===== src/rtl/rob_pkg.sv =====
package rob_pkg;

  // write-back classification carried with every entry
  typedef struct packed {
    logic reg_we;
    logic mem_we;
  } wb_kind_t;

  localparam int WB_KIND_W = 2;

endpackage


===== src/rtl/rob_entry_ram.sv =====
// Payload store: one write port at the tail, two reads at the head pair.
module rob_entry_ram #(
  parameter int DEPTH = 16,
  parameter int W     = 39,
  localparam int IDX_W = $clog2(DEPTH)
) (
  input  logic             clk,
  input  logic             we,
  input  logic [IDX_W-1:0] waddr,
  input  logic [W-1:0]     wdata,
  input  logic [IDX_W-1:0] raddr0,
  output logic [W-1:0]     rdata0,
  input  logic [IDX_W-1:0] raddr1,
  output logic [W-1:0]     rdata1
);

  logic [W-1:0] mem [DEPTH];

  always_ff @(posedge clk) begin
    if (we) mem[waddr] <= wdata;
  end

  assign rdata0 = mem[raddr0];
  assign rdata1 = mem[raddr1];

endmodule


===== src/rtl/rob_done_bits.sv =====
// Per-slot finished flags; multi-port set, cleared on allocation and flush.
module rob_done_bits #(
  parameter int DEPTH   = 16,
  parameter int NUM_CMP = 2,
  localparam int IDX_W  = $clog2(DEPTH)
) (
  input  logic                     clk,
  input  logic                     rst,
  input  logic                     flush,
  input  logic                     alloc_en,
  input  logic [IDX_W-1:0]         alloc_idx,
  input  logic [NUM_CMP-1:0]       cmp_valid,
  input  logic [NUM_CMP*IDX_W-1:0] cmp_idx,
  output logic [DEPTH-1:0]         done
);

  always_ff @(posedge clk) begin
    if (rst || flush) begin
      done <= '0;
    end else begin
      if (alloc_en) done[alloc_idx] <= 1'b0;
      for (int k = 0; k < NUM_CMP; k++) begin
        if (cmp_valid[k]) done[cmp_idx[k*IDX_W +: IDX_W]] <= 1'b1;
      end
    end
  end

endmodule


===== src/rtl/rob_ptrs.sv =====
// Head, tail and occupancy with modulo-DEPTH wrap.
module rob_ptrs #(
  parameter int DEPTH  = 16,
  localparam int IDX_W = $clog2(DEPTH),
  localparam int CNT_W = $clog2(DEPTH + 1)
) (
  input  logic             clk,
  input  logic             rst,
  input  logic             flush,
  input  logic             alloc_en,
  input  logic [1:0]       ret_cnt,
  output logic [IDX_W-1:0] head,
  output logic [IDX_W-1:0] head_nx1,
  output logic [IDX_W-1:0] tail,
  output logic [CNT_W-1:0] count
);

  function automatic logic [IDX_W-1:0] adv(input logic [IDX_W-1:0] p,
                                           input logic [1:0] n);
    logic [IDX_W+1:0] s;
    s = {2'b00, p} + (IDX_W + 2)'(n);
    if (s >= (IDX_W + 2)'(DEPTH)) s = s - (IDX_W + 2)'(DEPTH);
    return s[IDX_W-1:0];
  endfunction

  assign head_nx1 = adv(head, 2'd1);

  always_ff @(posedge clk) begin
    if (rst || flush) begin
      head  <= '0;
      tail  <= '0;
      count <= '0;
    end else begin
      head  <= adv(head, ret_cnt);
      if (alloc_en) tail <= adv(tail, 2'd1);
      count <= count + CNT_W'(alloc_en) - CNT_W'(ret_cnt);
    end
  end

endmodule


===== src/rtl/rob_retire.sv =====
// In-order two-lane retirement decision with registered write-back outputs.
module rob_retire #(
  parameter int DEPTH              = 16,
  parameter int PC_W               = 32,
  parameter int REG_W              = 5,
  parameter logic [PC_W-1:0] RESET_PC = '0,
  localparam int IDX_W = $clog2(DEPTH),
  localparam int CNT_W = $clog2(DEPTH + 1)
) (
  input  logic              clk,
  input  logic              rst,
  input  logic              flush,
  input  logic [IDX_W-1:0]  head,
  input  logic [IDX_W-1:0]  head_nx1,
  input  logic [CNT_W-1:0]  count,
  input  logic [DEPTH-1:0]  done,
  input  logic [PC_W-1:0]   pc0,
  input  logic [REG_W-1:0]  dest0,
  input  rob_pkg::wb_kind_t kind0,
  input  logic [PC_W-1:0]   pc1,
  input  logic [REG_W-1:0]  dest1,
  input  rob_pkg::wb_kind_t kind1,
  output logic [1:0]        ret_cnt,
  output logic              ret0_valid,
  output logic              ret0_reg_we,
  output logic              ret0_mem_we,
  output logic [REG_W-1:0]  ret0_dest,
  output logic              ret1_valid,
  output logic              ret1_reg_we,
  output logic              ret1_mem_we,
  output logic [REG_W-1:0]  ret1_dest,
  output logic [PC_W-1:0]   arch_pc
);

  logic go0, go1;

  always_comb begin
    go0 = !flush && (count != '0) && done[head];
    go1 = go0 && (count >= CNT_W'(2)) && done[head_nx1];
    ret_cnt = {1'b0, go0} + {1'b0, go1};
  end

  always_ff @(posedge clk) begin
    if (rst) begin
      ret0_valid  <= 1'b0;
      ret0_reg_we <= 1'b0;
      ret0_mem_we <= 1'b0;
      ret0_dest   <= '0;
      ret1_valid  <= 1'b0;
      ret1_reg_we <= 1'b0;
      ret1_mem_we <= 1'b0;
      ret1_dest   <= '0;
      arch_pc     <= RESET_PC;
    end else begin
      ret0_valid  <= go0;
      ret0_reg_we <= go0 && kind0.reg_we;
      ret0_mem_we <= go0 && kind0.mem_we;
      ret0_dest   <= dest0;
      ret1_valid  <= go1;
      ret1_reg_we <= go1 && kind1.reg_we;
      ret1_mem_we <= go1 && kind1.mem_we;
      ret1_dest   <= dest1;
      if (go1)      arch_pc <= pc1;
      else if (go0) arch_pc <= pc0;
    end
  end

endmodule


===== src/rtl/rob_top.sv =====
module rob_top #(
  parameter int DEPTH                 = 16,
  parameter int PC_W                  = 32,
  parameter int REG_W                 = 5,
  parameter logic [PC_W-1:0] RESET_PC = 32'h0000_0100,
  localparam int IDX_W = $clog2(DEPTH),
  localparam int CNT_W = $clog2(DEPTH + 1)
) (
  input  logic             clk,
  input  logic             rst,
  input  logic             flush,
  input  logic             disp_valid,
  input  logic [PC_W-1:0]  disp_pc_next,
  input  logic [REG_W-1:0] disp_dest,
  input  logic             disp_reg_we,
  input  logic             disp_mem_we,
  output logic             disp_ready,
  output logic [IDX_W-1:0] disp_idx,
  input  logic             cmp0_valid,
  input  logic [IDX_W-1:0] cmp0_idx,
  input  logic             cmp1_valid,
  input  logic [IDX_W-1:0] cmp1_idx,
  output logic             ret0_valid,
  output logic             ret0_reg_we,
  output logic             ret0_mem_we,
  output logic [REG_W-1:0] ret0_dest,
  output logic             ret1_valid,
  output logic             ret1_reg_we,
  output logic             ret1_mem_we,
  output logic [REG_W-1:0] ret1_dest,
  output logic [PC_W-1:0]  arch_pc,
  output logic             rob_full,
  output logic             rob_empty
);

  localparam int PAY_W = PC_W + REG_W + rob_pkg::WB_KIND_W;

  logic [IDX_W-1:0]  head, head_nx1, tail;
  logic [CNT_W-1:0]  occ_count;
  logic [DEPTH-1:0]  done;
  logic [1:0]        ret_cnt;
  logic              alloc_en;
  logic [PAY_W-1:0]  wpay, rpay0, rpay1;
  rob_pkg::wb_kind_t wkind, kind0, kind1;
  logic [PC_W-1:0]   pc0, pc1;
  logic [REG_W-1:0]  dest0, dest1;

  assign rob_full   = (occ_count == CNT_W'(DEPTH));
  assign rob_empty  = (occ_count == '0);
  assign disp_ready = !rob_full;
  assign disp_idx   = tail;
  assign alloc_en   = disp_valid && !rob_full && !flush;

  assign wkind.reg_we = disp_reg_we;
  assign wkind.mem_we = disp_mem_we;
  assign wpay = {disp_pc_next, disp_dest, wkind};
  assign {pc0, dest0, kind0} = rpay0;
  assign {pc1, dest1, kind1} = rpay1;

  rob_entry_ram #(.DEPTH(DEPTH), .W(PAY_W)) u_ram (
    .clk(clk), .we(alloc_en), .waddr(tail), .wdata(wpay),
    .raddr0(head), .rdata0(rpay0), .raddr1(head_nx1), .rdata1(rpay1)
  );

  rob_done_bits #(.DEPTH(DEPTH), .NUM_CMP(2)) u_done (
    .clk(clk), .rst(rst), .flush(flush),
    .alloc_en(alloc_en), .alloc_idx(tail),
    .cmp_valid({cmp1_valid, cmp0_valid}), .cmp_idx({cmp1_idx, cmp0_idx}),
    .done(done)
  );

  rob_ptrs #(.DEPTH(DEPTH)) u_ptrs (
    .clk(clk), .rst(rst), .flush(flush), .alloc_en(alloc_en),
    .ret_cnt(ret_cnt), .head(head), .head_nx1(head_nx1), .tail(tail),
    .count(occ_count)
  );

  rob_retire #(.DEPTH(DEPTH), .PC_W(PC_W), .REG_W(REG_W), .RESET_PC(RESET_PC)) u_ret (
    .clk(clk), .rst(rst), .flush(flush),
    .head(head), .head_nx1(head_nx1), .count(occ_count), .done(done),
    .pc0(pc0), .dest0(dest0), .kind0(kind0),
    .pc1(pc1), .dest1(dest1), .kind1(kind1),
    .ret_cnt(ret_cnt),
    .ret0_valid(ret0_valid), .ret0_reg_we(ret0_reg_we),
    .ret0_mem_we(ret0_mem_we), .ret0_dest(ret0_dest),
    .ret1_valid(ret1_valid), .ret1_reg_we(ret1_reg_we),
    .ret1_mem_we(ret1_mem_we), .ret1_dest(ret1_dest),
    .arch_pc(arch_pc)
  );

endmodule


===== config.mk =====
export PLATFORM = sky130hd
export DESIGN_NAME = rob_top
export DESIGN_NICKNAME = d
export VERILOG_FILES = /design/src/rtl/rob_pkg.sv /design/src/rtl/rob_entry_ram.sv /design/src/rtl/rob_done_bits.sv /design/src/rtl/rob_ptrs.sv /design/src/rtl/rob_retire.sv /design/src/rtl/rob_top.sv
export SDC_FILE = /design/constraint.sdc
export NUM_CORES = 1
export LEC_CHECK = 0
export CAP_MARGIN = 10
export CORE_MARGIN = 2
export CORE_UTILIZATION = 45
export CTS_CLUSTER_SIZE = 28
export DETAILED_ROUTE_END_ITERATION = 16
export MAX_ROUTING_LAYER = met4
export SLEW_MARGIN = 20
export SYNTH_ARGS = -nofsm -noshare
export SYNTH_HDL_FRONTEND = slang
export SYNTH_HIERARCHICAL = 1
export SYNTH_SLANG_ARGS = --single-unit

===== constraint.sdc =====
create_clock -name clk -period 5.2 [get_ports clk]
set_input_delay 1.04 -clock clk [delete_from_list [all_inputs] [get_ports clk]]
set_output_delay 1.04 -clock clk [all_outputs]
set_load 0.005 [all_outputs]

* Yosys cells after proc, flatten, opt, wreduce, memory -nomap -nowiden
Memories as Yosys holds them, arrays and structs flattened. A register that Yosys moved wholly into a read port is not among the register bits.
Cells that the tools add are included.
** Storage, ports and cells
- Flip-flop bits (word level) :: 77
- Latch bits :: 0
- RAM bits :: 624
- ROM bits :: 0
- Input port bits :: 53
- Output and inout bits :: 55
- Logic and storage cells :: 82
- Memories kept :: 1
** Memories
- u_ram.mem :: words 16, width 39, rd ports 2, clocked after memory_dff 1, write ports 1, line rob_entry_ram.sv:17 : logic [W-1:0] mem [DEPTH];
** Operators by class
- Add/sub/neg operators :: 9
- $mul :: 0
- Divide/modulo/power cells :: 0
- Magnitude comparators :: 12
- Equality and inequality tests :: 1
- Shifts and indexed selects :: 0
- Mux-type cells :: 23
- Bitwise gates (word level) :: 4
- Reduce and logical (&&, ||, !) cells :: 19
** Operator list (number)
- $mux W16 :: 5
- $mux W32 :: 2
- $or A16 B16 Y16 :: 2
- $lt A4 B5 Y1 const B :: 5
- $and A16 B16 Y16 :: 1
- $mux W4 :: 4
- $not A16 Y16 :: 1
- $ge A5 B5 Y1 const B :: 3
- $logic_and A1 B1 Y1 :: 13
- $demux W1 S4 :: 3
- $ge A4 B1 Y1 const B :: 3
- $sub A4 B1 Y4 const B :: 3
- $add A4 B1 Y5 const B :: 2
- $bmux W1 S4 :: 2
- $mux W1 :: 7
- $add A4 B2 Y5 :: 1
- $add A5 B1 Y5 :: 1
- $eq A5 B5 Y1 const B :: 1
- $ge A5 B2 Y1 const B :: 1
- $logic_not A5 Y1 :: 1
- $reduce_bool A5 Y1 :: 1
- $sub A5 B2 Y5 :: 1
- $add A1 B1 Y2 :: 1
- $logic_not A1 Y1 :: 2
- 2 further kinds :: 2

* Depth between registers and ports, before layout
- Depth in word-level cells :: 13
- Depth in mapped cells :: 18

* Hierarchy
The synthesis kept the hierarchy.
** By module, submodules not included
- rob_entry_ram :: times used 1, cells each 1303, area an instance 27949.3 µm², sequential area each 18738.0 µm²
- rob_retire :: times used 1, cells each 250, area an instance 2437.3 µm², sequential area each 960.9 µm²
- rob_done_bits :: times used 1, cells each 98, area an instance 835.8 µm², sequential area each 320.3 µm²
- rob_ptrs :: times used 1, cells each 75, area an instance 715.7 µm², sequential area each 260.2 µm²
- rob_top :: times used 1, cells each 6, area an instance 40.0 µm², sequential area each 0.0 µm²

* Worst setup path before layout
OpenSTA, ideal clock, no wires.
- Kind :: input port to flip-flop
- Start point :: input port flush
- End point :: memory u_ram.mem[0][0] (enable)
- Setup time :: 484 ps
- Data arrival time :: 4955 ps
- Required time :: 4716 ps
- Slack :: -239 ps
- Stages :: 4
- Buffers on the path :: 0
- Cells stage by stage :: nand2b_1 a21oi_1 or3b_2 nor3_1
** Between the ends
- Cells in the longest elaborated chain, start to end :: 4
** RTL lines
- start, declared :: line rob_top.sv:11 : input logic flush,
- $logic_not A1 Y1 :: line rob_top.sv:52 : assign alloc_en = disp_valid && !rob_full && !flush;
- $logic_and A1 B1 Y1 :: line rob_top.sv:52
- net alloc_en :: line rob_top.sv:42 : logic alloc_en;
- $mux W1 :: line rob_entry_ram.sv:20 : if (we) mem[waddr] <= wdata;
- $mux W1 (implied by the code) :: line rob_entry_ram.sv:20
- end, declared :: line rob_entry_ram.sv:17
The timed path passes the listed nets, and every way through them passes these cells.

* Worst setup path after layout
- Start point :: register u_ptrs.head[0]
- End point :: register u_ptrs.count[4]
** Between the ends
- Cells in the longest elaborated chain, start to end :: 8
** RTL lines
- start, declared :: line rob_ptrs.sv:12 : output logic [IDX_W-1:0] head,
- start signal, assigned :: line rob_ptrs.sv:34 : head <= adv(head, ret_cnt);
- $add A4 B1 Y5 * :: line rob_ptrs.sv:21 : s = {2'b00, p} + (IDX_W + 2)'(n);
- $sub A4 B1 Y4 / $ge A5 B5 Y1 (equally long branches) :: line rob_ptrs.sv:22 : if (s >= (IDX_W + 2)'(DEPTH)) s = s - (IDX_W + 2)'(DEPTH);
- $mux W4 * :: line rob_ptrs.sv:22
- net head_nx1[3] :: line rob_top.sv:38 : logic [IDX_W-1:0] head, head_nx1, tail;
- $bmux W1 S4 * :: line rob_retire.sv:39 : go1 = go0 && (count >= CNT_W'(2)) && done[head_nx1];
- $mux W1 (implied by the code) * :: line rob_retire.sv:39
- $logic_and A1 B1 Y1 * :: line rob_retire.sv:39
- $add A1 B1 Y2 * :: line rob_retire.sv:40 : ret_cnt = {1'b0, go0} + {1'b0, go1};
- net ret_cnt[0] :: line rob_top.sv:41 : logic [1:0] ret_cnt;
- $sub A5 B2 Y5 * :: line rob_ptrs.sv:36 : count <= count + CNT_W'(alloc_en) - CNT_W'(ret_cnt);
- end signal, assigned :: line rob_ptrs.sv:36
- end, declared :: line rob_ptrs.sv:15 : output logic [CNT_W-1:0] count
The timed path passes the listed nets; every way through them passes the cells marked *. The select of a mux whose other input is x is not followed.
A chain may end at the register's enable or synchronous reset.

==> flow_summary.yaml <==
synthesis:
  synth_commonest_cells: "edfxtp_1 (624), mux4_2 (315), a22oi_1 (166), nand2_1 (83), dfxtp_1 (77)"
  synth.most_common_cell: "edfxtp_1"
  syn-num-nets: 1799
  synth.top_cells.by_area: "edfxtp_1 (59%), mux4_2 (22%), dfxtp_1 (4.8%)"
  synth_seq_cells: 701
  ys_seq_area_frac: 0.634
  synthesis.area_mm2: 0.0320
  yosysTopAreaCell: "edfxtp_1"
  synth-main-ff-cell: "edfxtp_1"
  ys_async_sr_fraction: 0
  synth_top_area_share: 0.586
  ys_warn_count: 6
  synth_cell_types: 56
  synth-edff-count: 624
  netlist_instances: 1732
  synth.avg_cell_area_um2: 18.5
cells_and_area:
  utilization: 0.524
  nNetsFinal: 1901
  syn2layout_area_growth_pct: 14.9
  final_area_mm2: 0.0367
  stdcell_count: 2837
  nFillCells: 5588
  layout-drive-gt1-share: 0.292
clock_tree:
  cts.sinks: 701
  clock_latency_ns: 0.63
  htree_num_levels: 3
  clkSlewWorstSetupHoldPaths_ns: 0.06
  root_buffer: "clkbuf_16"
  cts_tree: "yes"
  cts_max_path_buffers: 3
  ctsResizeCount: 0
  cts_buffers: 75
  cts_setup_buffers: 0
  cts_hold_buf: 0
placed_design:
  placed_cells: 2697
  gp_congestion: 0.823
  post-dp-hpwl_mm: 45.5
  placed_area_mm2: 0.0342
  port_buffers: 107
  dp_slack_ns: 0.584
floorplan:
  pin_count: 108
  initial_core_util: 0.456
  die_area_mm2: 0.0732
  core_mm2: 0.0701
  fp.dieH_um: 271
  rows: 97
  die_x_um: 271
worst_setup_path:
  cp_cell_sequence: "nand3_1, xnor2_2, mux4_2, nor2_1, or4_2, nand2_1, and2_1, ha_1, ha_1, inv_1, ha_1, inv_1, fa_1, nand3b_1, a21oi_1, nor3b_1"
  worstPathMaxFanout: 10
  cpMaxStageDelayCell: "or4_2"
  cp_top_family: "simple AND/OR/NAND/NOR gates"
  reg2reg_depth: 16
  cp.arrival_ns: 4.81
  critPathBufInv: 2
  cp-end-kind: "flop"
  crit_top_cell: "ha_1"
  start_kind: "flop"
  worst_ep_required_time_ns: 5.71
  crit_type: "flop to flop"
  cp_slowest_stage_delay_ns: 0.65
  crit_cells: 16
detailed_routing:
  drtAntennaViolNets: 0
  dr.pass1.iters: 6
  via_count: 18400
  drc: 0
  drt_wl_total_mm: 85.3
  via_per_inst: 6.48
  drtIter0Drc: 2174
  avgRoutedWirePerCell_um: 30.1
sta:
  fmax_ghz: 0.233
  tightestPinTransition_ns: 1.13
  worst_slack_ns: 0.904
  period_minus_slack_ns: 4.30
  holdWs_ns: 0.511
  fin_worst_skew_ns: 0.0249
  maxSlewViolCount: 0
  setup_violations: 0
  min_period_over_period: 0.826
  max_slew_margin: 0.245
  grt_setup_unrepaired: "no"
  hold_violations: 0
  tns_ns: 0
power_and_ir_drop:
  ir_drop_mv: 0.209
  power.density_mw_per_mm2: 323
  leakagePower_nw: 11.3
  p_total_mw: 11.9
global_routing:
  grtUsageTotal: 0.243
  grt_max_degree: 160
  grt_pass1_wl_mm: 126
  antenna_found_initial: 3
  grt_overflow_total: 0
  grt_pass1_vias: 19100
min_path:
  min_path_type: "flop to flop"
  whs_path_depth: 2
status:
  outcome: "finished, final reports clean"
job:
  maxCapViolCount: 0
[per-layer routing]
metal  global-route usage  wire, µm  up-vias
li1                     -         -     7573
met1                0.329     35000     9803
met2                0.381     41200      853
met3               0.0417      7130      147
met4               0.0691      2040        0
met5                    -         0        -
[layout make-up]
cell class              instances  area [µm²]  area share
repair buffers                159        1580      0.0430
multi-input cells             883       11100       0.302
well taps                     940        1180      0.0320
clock inverters                41         424      0.0115
inverters                      14        60.1     0.00163
flip-flops and latches        701       20300       0.552
diodes                          1        2.50   0.0000681
clock buffers                  98        2090      0.0570
[cell usage in the layout (no fill, tap or decap), types with 5 or more instances in the layout]
master / count
a21oi_1: 18
a22oi_1: 166
a311oi_2: 28
a31oi_1: 6
and2_1: 5
and3_1: 8
buf_12: 10
buf_4: 42
bufinv_16: 8
clkbuf_1: 11
clkbuf_16: 76
clkbuf_8: 11
clkdlybuf4s50_1: 106
clkinv_1: 15
clkinv_2: 10
dfxtp_1: 75
edfxtp_1: 624
ha_1: 11
inv_1: 12
inv_6: 5
mux4_2: 315
nand2_1: 83
nand2b_1: 7
nand3_1: 45
nand3b_1: 7
nor2_1: 42
nor2_4: 14
nor2b_1: 15
o21ai_0: 44
xor2_1: 5
[cell families (layout without fill, tap and decap cells)]
group,count (synthesis),after routing,synth area share
AND/OR/NAND/NOR,264,264,0.0408
XOR/XNOR,8,8,0.00219
buffers and inverters,148,312,0.0248
other,0,1,0
multiplexers,322,322,0.226
AO/OA/AOI/OAI,275,275,0.0660
adder cells (fa/ha/maj),14,14,0.00595
flip-flops,701,701,0.634
[final timing paths]
kind	from	endpoint	slack (ns)
setup / recovery	u_ptrs/head[0]$_SDFF_PP0_	u_ptrs/count[4]$_SDFF_PP0_	0.90
hold / removal	u_done/done[0]$_SDFF_PP0_	u_done/done[0]$_SDFF_PP0_	0.51
setup reg to reg	u_ptrs/head[0]$_SDFF_PP0_	u_ptrs/count[4]$_SDFF_PP0_	0.90
hold reg to reg	u_done/done[0]$_SDFF_PP0_	u_done/done[0]$_SDFF_PP0_	0.51
[worst reg2reg max path, delay by kind of cell (launching register included)]
kind / cells / cell delay, ns
DFF: 1 / 0.45
buffers and inverters: 2 / 0.12
muxes: 1 / 0.33
xor gates and xnor gates: 1 / 0.54
AOI/OAI and AO/OA: 1 / 0.18
adders and majority gates: 4 / 1.14
and+or+nand+nor: 7 / 1.42
[report_power, final]
part	leakage (nW)	total, mW	internal, mW	switching, mW
clock	1.24	5.46	3.24	2.21
combinational	3.84	0.245	0.0976	0.147
sequential	6.25	6.17	6.15	0.0139
[registers in the layout, summed over array words and instances (netlist names), 4 cells and up]
signal,flops
u_ram/mem,624
u_ret/arch_pc,32
u_done/done,16
u_ptrs/count,5
u_ret/ret0_dest,5
u_ret/ret1_dest,5
u_ptrs/head,4
u_ptrs/tail,4
Note: power is estimated with default switching activity, not from simulation.
